===== src/rtl/ctt_pkg.sv =====
package ctt_pkg;
  parameter int unsigned CTT_W  = 16;
  parameter int unsigned CTT_FW = 5;

  typedef enum logic [1:0] {
    CM_READ_ARM   = 2'd0,
    CM_RDWR_ARM   = 2'd1,
    CM_FREE_RUN   = 2'd2,
    CM_STEERED    = 2'd3
  } cap_mode_e;

  // half of the high time after dead-time removal, plus offset
  function automatic logic [CTT_W-1:0] ctt_numerator(
    input logic [CTT_W-1:0]  cnt,
    input logic [CTT_W-1:0]  dt,
    input logic [CTT_FW-1:0] ofs
  );
    logic [CTT_W-1:0] diff;
    logic [CTT_W:0]   sum;
    diff = (cnt > dt) ? (cnt - dt) : '0;
    sum  = {1'b0, diff >> 1} + {{(CTT_W+1-CTT_FW){1'b0}}, ofs};
    return sum[CTT_W-1:0];
  endfunction

  function automatic logic [CTT_FW-1:0] ctt_divisor(input logic [CTT_FW-1:0] ps);
    return (ps == '0) ? CTT_FW'(1) : ps;
  endfunction
endpackage


===== src/rtl/ctt_divider.sv =====
module ctt_divider #(
  parameter int unsigned W  = 16,
  parameter int unsigned DW = 5
) (
  input  logic          clk,
  input  logic          rst_n,
  input  logic          start,
  input  logic [W-1:0]  num,
  input  logic [DW-1:0] den,
  output logic          busy,
  output logic          done,
  output logic [W-1:0]  quo
);
  localparam int unsigned CW = $clog2(W + 1);

  logic [W-1:0]  rem;
  logic [DW-1:0] den_q;
  logic [CW-1:0] left;
  logic [W:0]    shifted;
  logic [W:0]    trial;

  always_comb begin
    shifted = {rem, quo[W-1]};
    trial   = shifted - {{(W+1-DW){1'b0}}, den_q};
  end

  always_ff @(posedge clk or negedge rst_n) begin
    if (!rst_n) begin
      rem   <= '0;
      quo   <= '0;
      den_q <= '0;
      left  <= '0;
      busy  <= 1'b0;
      done  <= 1'b0;
    end else begin
      done <= 1'b0;
      if (start && !busy) begin
        rem   <= '0;
        quo   <= num;
        den_q <= den;
        left  <= CW'(W);
        busy  <= 1'b1;
      end else if (busy) begin
        if (!trial[W]) begin
          rem <= trial[W-1:0];
          quo <= {quo[W-2:0], 1'b1};
        end else begin
          rem <= shifted[W-1:0];
          quo <= {quo[W-2:0], 1'b0};
        end
        left <= left - CW'(1);
        if (left == CW'(1)) begin
          busy <= 1'b0;
          done <= 1'b1;
        end
      end
    end
  end
endmodule


===== src/rtl/ctt_arm.sv =====
module ctt_arm
  import ctt_pkg::*;
(
  input  logic      clk,
  input  logic      rst_n,
  input  cap_mode_e mode,
  input  logic      cap_event,
  input  logic      cycle_first,
  input  logic      steer,
  input  logic      cap_rd,
  input  logic      cap_wr,
  input  logic      cap_wbit0,
  input  logic      blocked,
  output logic      accept,
  output logic      armed
);
  logic rd_seen;
  logic gate;

  always_comb begin
    unique case (mode)
      CM_READ_ARM, CM_RDWR_ARM: gate = armed;
      CM_FREE_RUN:              gate = 1'b1;
      default:                  gate = cycle_first && !steer;
    endcase
    accept = cap_event && !blocked && gate;
  end

  always_ff @(posedge clk or negedge rst_n) begin
    if (!rst_n) begin
      armed   <= 1'b1;
      rd_seen <= 1'b0;
    end else if (accept && (mode == CM_READ_ARM || mode == CM_RDWR_ARM)) begin
      armed   <= 1'b0;
      rd_seen <= 1'b0;
    end else if (mode == CM_READ_ARM) begin
      if (cap_rd) armed <= 1'b1;
    end else if (mode == CM_RDWR_ARM) begin
      if (cap_wr && cap_wbit0 && rd_seen) begin
        armed   <= 1'b1;
        rd_seen <= 1'b0;
      end else if (cap_rd) begin
        rd_seen <= 1'b1;
      end
    end
  end
endmodule


===== src/rtl/ctt_trig_bank.sv =====
module ctt_trig_bank #(
  parameter int unsigned W  = 16,
  parameter int unsigned N  = 4,
  parameter int unsigned SW = $clog2(N)
) (
  input  logic                clk,
  input  logic                rst_n,
  input  logic                store,
  input  logic [SW-1:0]       sel,
  input  logic [W-1:0]        value,
  output logic [N-1:0]        we,
  output logic [N-1:0][W-1:0] regs
);
  for (genvar g = 0; g < N; g++) begin : g_slot
    assign we[g] = store && (sel == SW'(g));
    always_ff @(posedge clk or negedge rst_n) begin
      if (!rst_n)     regs[g] <= '0;
      else if (we[g]) regs[g] <= value;
    end
  end
endmodule


===== src/rtl/pwm_capture_trigger.sv =====
module pwm_capture_trigger
  import ctt_pkg::*;
(
  input  logic        clk,
  input  logic        rst_n,
  input  logic [15:0] tb_count,
  input  logic        cap_event,
  input  logic        cycle_first,
  input  logic        steer,
  input  logic [15:0] deadtime_hi,
  input  logic        trig_en,
  input  logic [1:0]  trig_sel,
  input  logic        sel_wr,
  input  logic [4:0]  trig_ofs,
  input  logic [4:0]  trig_ps,
  input  logic [1:0]  cap_mode,
  input  logic        cap_rd,
  input  logic        cap_wr,
  input  logic        cap_wbit0,
  output logic [15:0] cap_reg,
  output logic [15:0] trig_c,
  output logic [15:0] trig_d,
  output logic [15:0] trig_e,
  output logic [15:0] trig_f,
  output logic        trig_done
);
  localparam int unsigned NTRIG = 4;
  localparam int unsigned SW    = $clog2(NTRIG);

  logic                    accept;
  logic                    armed;
  logic                    start;
  logic                    div_busy;
  logic                    store;
  logic [CTT_W-1:0]        quotient;
  logic [SW-1:0]           sel_q;
  logic [NTRIG-1:0]        bank_we;
  logic [NTRIG-1:0][CTT_W-1:0] bank;

  ctt_arm u_arm (
    .clk(clk), .rst_n(rst_n), .mode(cap_mode_e'(cap_mode)),
    .cap_event(cap_event), .cycle_first(cycle_first), .steer(steer),
    .cap_rd(cap_rd), .cap_wr(cap_wr), .cap_wbit0(cap_wbit0),
    .blocked(div_busy), .accept(accept), .armed(armed)
  );

  assign start = accept && trig_en;

  always_ff @(posedge clk or negedge rst_n) begin
    if (!rst_n) begin
      cap_reg <= '0;
      sel_q   <= '0;
    end else if (accept) begin
      cap_reg <= tb_count;
      if (trig_en) sel_q <= trig_sel;
    end
  end

  ctt_divider #(.W(CTT_W), .DW(CTT_FW)) u_div (
    .clk(clk), .rst_n(rst_n), .start(start),
    .num(ctt_numerator(tb_count, deadtime_hi, trig_ofs)),
    .den(ctt_divisor(trig_ps)),
    .busy(div_busy), .done(store), .quo(quotient)
  );

  ctt_trig_bank #(.W(CTT_W), .N(NTRIG), .SW(SW)) u_bank (
    .clk(clk), .rst_n(rst_n), .store(store), .sel(sel_q),
    .value(quotient), .we(bank_we), .regs(bank)
  );

  assign trig_c = bank[0];
  assign trig_d = bank[1];
  assign trig_e = bank[2];
  assign trig_f = bank[3];

  always_ff @(posedge clk or negedge rst_n) begin
    if (!rst_n)                trig_done <= 1'b0;
    else if (store)            trig_done <= 1'b1;
    else if (cap_rd || sel_wr) trig_done <= 1'b0;
  end
endmodule


===== config.mk =====
export PLATFORM = sky130hd
export DESIGN_NAME = pwm_capture_trigger
export DESIGN_NICKNAME = d
export VERILOG_FILES = /design/src/rtl/ctt_pkg.sv /design/src/rtl/ctt_divider.sv /design/src/rtl/ctt_arm.sv /design/src/rtl/ctt_trig_bank.sv /design/src/rtl/pwm_capture_trigger.sv
export SDC_FILE = /design/constraint.sdc
export NUM_CORES = 1
export LEC_CHECK = 0
export BUFFER_PORTS_ARGS = -buffer_cell sky130_fd_sc_hd__buf_2
export CORE_MARGIN = 3
export CORE_UTILIZATION = 50
export DETAILED_ROUTE_END_ITERATION = 16
export GPL_ROUTABILITY_DRIVEN = 0
export GPL_TIMING_DRIVEN = 0
export HOLD_SLACK_MARGIN = 0.02
export PLACE_DENSITY_LB_ADDON = 0.15
export SYNTH_ARGS = -nofsm -noshare
export SYNTH_HDL_FRONTEND = slang
export SYNTH_SLANG_ARGS = --single-unit

===== constraint.sdc =====
create_clock -name clk -period 2.65 [get_ports clk]
set_input_delay 0.1325 -clock clk [delete_from_list [all_inputs] [get_ports clk]]
set_output_delay 0.1325 -clock clk [all_outputs]
set_load 0.005 [all_outputs]

==> run_results.csv, run 1 <==
group,metric,value,unit
synthesis,synthFlopType,"dfrtp_1",
timing,fin_worst_skew,0.01036,ns
timing,period_share,125.5,%
routing,drtPass1Iterations,5,
synthesis,netlist_instances,678,
routing,vias,6116,
clock_tree,cts-htree-levels,4,
worst_setup_path,required,2.91,ns
timing,hold_ws,0.05719,ns
worst_setup_path,start_kind,"primary input",
pwr,powerDensity,914.9,nW/um^2
placement,dp_cells,991,
synthesis,postSynthAreaPerCell,10.41,um^2
placement,dp_hpwl,12.68,mm
worst_setup_path,cp.depth,21,
synthesis,syn-num-nets,765,
clock_tree,clock_path_buffers,2,
clock_tree,clockRootBuffer,"clkbuf_16",
synthesis,yosysSeqAreaShare,45.74,%
run,drv_cap,0,
placement,port_buffers,136,
timing,relSlewSlack,32.01,%
hold_path,hold_path_class,"in -> reg",
final_layout,largest_register_ffs,64,
final_layout,layout-drive-gt1-share,40.37,%
global_route,gr-total-overflow,0,
final_layout,syn_to_final_growth,36.29,%
floorplan,fp.dieW,124.8,um
worst_setup_path,cpLargestDelayFamily,"compound AO/OA/AOI/OAI gates",
final_layout,final_common_cell,"buf_2",
final_layout,n_antenna_cell,0,
floorplan,start_util,52.28,%
global_route,grt_max_degree,103,
pwr,leakagePower,4.608,nW
worst_setup_path,crit_fanout,4,
floorplan,ios,137,
clock_tree,clock-sinks,129,
clock_tree,clk_pin_slew,0.06,ns
floorplan,dieHeight,124.8,um
worst_setup_path,cp_slowest_stage_delay,0.43,ns
floorplan,die-area,15580,um^2
timing,fin_ws,-0.6759,ns
routing,wl,18.41,mm
timing,rsz0062_at_grt,"yes",
synthesis,synth_seq_cells,129,
floorplan,rows,42,
final_layout,stdcell_area,9623,um^2
clock_tree,numCtsBuffers,17,
synthesis,synth_area_leaders,"dfrtp_1 45%, mux2_2 11%, ha_1 5.0%",
final_layout,nNetsFinal,988,
synthesis,syn-cell-area,7061,um^2
timing,finalCriticalPeriod,3.326,ns
routing,avgRoutedWirePerCell,16.89,um
global_route,grt_pass1_vias,6211,
worst_setup_path,path_class,"in -> reg",
global_route,track_usage,23.61,%
clock_tree,clkLatencyLatePin,0.42,ns
routing,drc,0,
worst_setup_path,reg2reg_depth,10,
routing,viasPerCell,5.611,
synthesis,synth-warning-count,0,
clock_tree,cts_tree,"done",
synthesis,async_reset_ff_share,100.0,%
synthesis,synth_top_area_share,45.37,%
run_status,outcome,"finished with violations",
worst_setup_path,crit_chain,"buf_8, inv_12, ha_4, inv_2, fa_2, a211oi_4, nor3_4, o21bai_4, a31oi_4, buf_6, nand2_4, inv_4, ha_4, a21o_1, a21oi_2, o21bai_1, a21oi_2, or3_4, nor4_4, xor2_1, a221oi_1",
pwr,ir_worst_vdd,0.0005401,V
global_route,grt_pass1_wl,30.18,mm
timing,tns,-5.028,ns
worst_setup_path,end_kind,"register",
final_layout,max_flop_register,"u_bank.regs",
run_status,violations,"negative setup slack",
timing,tightest_slew,1.018,ns
final_layout,instances_no_fill,1090,
worst_setup_path,critPathBufInv,5,
synthesis,yosysUniqueCellTypes,77,
floorplan,coreArea,13510,um^2
timing,fmax,300.7,MHz
hold_path,worst_hold_path.num_cells,3,
worst_setup_path,worstPathArrival,3.59,ns
synthesis,synth_area_leader_cell,"dfrtp_1",
timing,setup_viol,11,
placement,dp_worst_setup_slack,-1.392,ns
routing,ant_nets,0,
worst_setup_path,critPathSlowestCell,"or3_4",
synthesis,synth_edf_count,0,
placement,placed_cell_area,8088,um^2
routing,first_iter_violations,385,
timing,slew_violations,0,
final_layout,final_cell_mix,"131 x buf_2, 128 x dfrtp_1, 69 x nand2_1",
global_route,antenna_found_initial,0,
timing,finalHoldViolCount,0,
[stage by stage]
stage | util, % | total power [mW]
2_1_floorplan | - | 5.190
3_3_place_gp | 59.64 | 6.078
3_5_place_dp | 59.89 | 6.223
4_1_cts | 68.82 | 8.616
5_1_grt | 71.25 | 9.390
6_report | 71.25 | 8.804
[report_power, final]
| part | switching (mW) | internal (mW) | total (mW) |
|---|---|---|---|
| clock network | 0.882 | 1.27 | 2.15 |
| logic | 1.75 | 1.70 | 3.45 |
| registers | 0.558 | 2.65 | 3.20 |
[synthesized netlist by cell type (13+ instances only)]
cell,number
inv_1,41
ha_1,28
nor3_1,24
dfrtp_1,128
o21ai_0,44
clkbuf_1,21
nor2_1,30
xnor2_1,16
xor2_1,17
o22ai_1,14
mux2_2,67
nand3_1,13
a21oi_1,18
nand2_1,73
[cell type report]
cell class | instances | area (um^2)
Timing Repair Buffer | 207 | 1348
Multi-Input combinational cell | 479 | 3973
Tap cell | 176 | 220.2
Clock buffer | 21 | 470.5
Buffer | 25 | 127.6
Fill cell | 995 | 3882
Clock inverter | 11 | 80.08
Inverter | 42 | 175.2
Sequential cell | 129 | 3229
[metal layers]
metal,global-route usage [%],wire [um],up-vias
met5,0,0,-
met4,7.653,335,0
met3,6.046,1008,30
met2,41.22,9290,194
met1,28.56,7779,3017
li1,-,-,2875
[repair_timing]
item / in CTS / in global routing
setup buffers: 23 / 21
resized for setup: 46 / 38
pin swaps: 39 / 47
endpoints found under the setup margin: 31 / 39
endpoints found under the hold margin: 140 / 0
hold buffers: 27 / 0
[kinds of logic (layout without fill, tap and decap cells)]
kind of cell / after synthesis / after routing / synth area share [%]
compound gates: 137 / 137 / 13.03
fa+ha+maj: 31 / 31 / 5.813
flops: 129 / 129 / 45.74
buf+inv: 70 / 306 / 4.093
xor+xnor: 33 / 33 / 4.093
mux: 72 / 72 / 11.39
simple gates: 206 / 206 / 15.84
[worst register-to-register path, cell delays in order, from the launching register on]
cell	delay, ns
dfrtp_1	0.40
or4_4	0.55
or2_2	0.31
nor3_2	0.19
nand3_2	0.11
xor2_2	0.19
buf_4	0.16
buf_4	0.11
nand4_1	0.12
xor2_1	0.22
o22ai_1	0.09
[final timing paths]
kind | start | endpoint | slack (ns)
max | tb_count[0] | u_div.quo[13] | -0.68
min | cap_rd | trig_done | 0.06
max reg2reg | u_div.rem[11] | u_div.rem[12] | 0.05
min reg2reg | u_bank.regs[55] | u_bank.regs[55] | 0.47
max in group asynchronous | rst_n | u_bank.regs[30] | 1.71
min in group asynchronous | rst_n | u_div.rem[15] | 0.15
Note: power is estimated with default switching activity, not from simulation.
==> inputs of run 2 (changes only) <==
--- a/config.mk
+++ b/config.mk
@@ -7,7 +7,7 @@
 export LEC_CHECK = 0
 export BUFFER_PORTS_ARGS = -buffer_cell sky130_fd_sc_hd__buf_2
 export CORE_MARGIN = 3
-export CORE_UTILIZATION = 50
+export CORE_UTILIZATION = 30
 export DETAILED_ROUTE_END_ITERATION = 16
 export GPL_ROUTABILITY_DRIVEN = 0
 export GPL_TIMING_DRIVEN = 0
==> run 2 against run 1 <==
The flow still finishes with violations (negative setup slack). Utilization decreased by 29 points. Die area increased by 63%. Global-route usage decreased by 8.3 points. Final cell count increased by 12%. Flip-flop and latch count unchanged. Non-clock buffer count decreased by 8. Power increased by 1.7%. Via count decreased by 6.2%. Critical path depth unchanged. Sequential share of layout area decreased by 0.56 points.
==> run_results.csv, run 2 (synthesis results as in run 1) <==
group,metric,value,unit
run_status,outcome,"finished with violations",
run_status,violations,"negative setup slack",
routing,drc,0,
worst_setup_path,end_kind,"register",
clock_tree,numCtsBuffers,17,
worst_setup_path,worstPathArrival,3.53,ns
final_layout,instances_no_fill,1219,
final_layout,nNetsFinal,980,
pwr,powerDensity,914.8,nW/um^2
final_layout,fillers,2252,
final_layout,syn_to_final_growth,38.61,%
final_layout,largest_register_ffs,64,
floorplan,start_util,30.81,%
routing,ant_nets,0,
global_route,grt_max_degree,93,
placement,dp_worst_setup_slack,-1.460,ns
clock_tree,clkLatencyLatePin,0.42,ns
placement,dp_hpwl,13.96,mm
routing,first_iter_violations,295,
timing,relSlewSlack,35.85,%
global_route,gr-total-overflow,0,
pwr,ir_worst_vdd,0.0004029,V
pwr,power.total,8.953,mW
floorplan,dieHeight,159.4,um
final_layout,final_cell_mix,"131 x buf_2, 128 x dfrtp_1, 69 x nand2_1",
clock_tree,clock_path_buffers,2,
clock_tree,clockRootBuffer,"clkbuf_16",
clock_tree,cts_tree,"done",
global_route,grt_pass1_wl,31.42,mm
worst_setup_path,required,2.97,ns
worst_setup_path,path_class,"in -> reg",
placement,port_buffers,136,
floorplan,ios,137,
floorplan,fp.dieW,159.4,um
floorplan,rows,55,
final_layout,stdcell_area,9787,um^2
clock_tree,cts-htree-levels,4,
final_layout,layout-drive-gt1-share,39.62,%
timing,rsz0062_at_grt,"yes",
placement,dp_cells,1128,
worst_setup_path,crit_fanout,3,
timing,fmax,311.9,MHz
global_route,grt_pass1_vias,5729,
pwr,leakagePower,4.630,nW
final_layout,n_antenna_cell,0,
global_route,track_usage,15.33,%
timing,setup_viol,11,
timing,fin_worst_skew,0.01551,ns
hold_path,hold_path_class,"in -> reg",
timing,finalHoldViolCount,0,
timing,hold_ws,0.03469,ns
timing,period_share,121.0,%
timing,tightest_slew,0.9602,ns
worst_setup_path,start_kind,"primary input",
routing,viasPerCell,4.707,
routing,drtPass1Iterations,4,
final_layout,max_flop_register,"u_bank.regs",
routing,vias,5738,
timing,slew_violations,0,
floorplan,coreArea,22920,um^2
global_route,antenna_found_initial,0,
run,drv_cap,0,
routing,wl,19.31,mm
clock_tree,clock-sinks,129,
timing,finalCriticalPeriod,3.206,ns
clock_tree,clk_pin_slew,0.07,ns
floorplan,die-area,25410,um^2
placement,placed_cell_area,8259,um^2
final_layout,final_common_cell,"buf_2",
routing,avgRoutedWirePerCell,15.84,um
timing,fin_ws,-0.5563,ns
## run 2: cell count changes in the layout (fill, tap and decap cells not counted), moves of 4 or more
cell / before / now
ha_1: 11 / 18
ha_4: 14 / 10
inv_6: 2 / 7
buf_4: 42 / 30
## run 2: repair_timing
item	in CTS	in global routing
pin swaps	37	28
hold buffers	26	0
cloned	0	1
resized for setup	48	37
endpoints found under the setup margin	39	28
endpoints found under the hold margin	61	0
buffers inserted	23	11
## run 2: path summary, 6_finish.rpt
path / start / endpoint / slack [ns] / cells past startpoint
max: deadtime_hi[6] / u_div.quo[10] / -0.56 / 21
min: tb_count[4] / cap_reg[4] / 0.03 / 2
max reg2reg: u_div.rem[11] / u_div.rem[0] / 0.04 / 10
min reg2reg: trig_done / trig_done / 0.47 / 1
max in group asynchronous: rst_n / u_bank.regs[28] / 1.64 / 3
min in group asynchronous: rst_n / cap_reg[7] / 0.18 / 2
## run 2: power by group
group          total (mW)  internal [mW]  switching (mW)
clock network        2.31           1.32           0.995
logic                3.44           1.70            1.74
registers            3.19           2.64           0.551
## run 2: critical path: stages
cell       delay [ns]
buf_2            0.09
inv_2            0.04
ha_4             0.25
buf_6            0.10
nand4_4          0.13
nor3_4           0.24
o21bai_4         0.12
a31oi_4          0.19
and2_4           0.18
ha_4             0.12
inv_2            0.04
fa_2             0.40
nor2b_4          0.13
o21a_1           0.16
o21ai_2          0.09
a2111oi_4        0.32
nand3_2          0.17
buf_6            0.16
buf_6            0.11
xnor2_2          0.12
o31ai_1          0.23
## run 2: final cells by class
class	count	area (um^2)	area share, %
Clock inverter	15	146.4	1.496
Clock buffer	17	425.4	4.347
Multi-Input combinational cell	479	3969	40.55
Buffer	26	143.9	1.470
Tap cell	313	391.6	4.002
Sequential cell	129	3229	33.00
Inverter	42	170.2	1.739
Timing Repair Buffer	198	1311	13.40
## run 2: routing by layer
| metal | vias up | track usage, % | part of all wire (%) |
|---|---|---|---|
| met5 | - | 0 | 0 |
| li1 | 2860 | - | - |
| met2 | 108 | 24.80 | 48 |
| met4 | 0 | 4.019 | 1.0 |
| met3 | 12 | 3.278 | 2.9 |
| met1 | 2758 | 20.92 | 48 |
## run 2: through the flow
step	TNS [ns]	utilization, %
global placement	-82.41	35.89
CTS	-3.971	41.45
detailed placement	-19.08	36.04
finish	-4.153	42.71
floorplan	-6.448	-
global route	-6.685	42.71
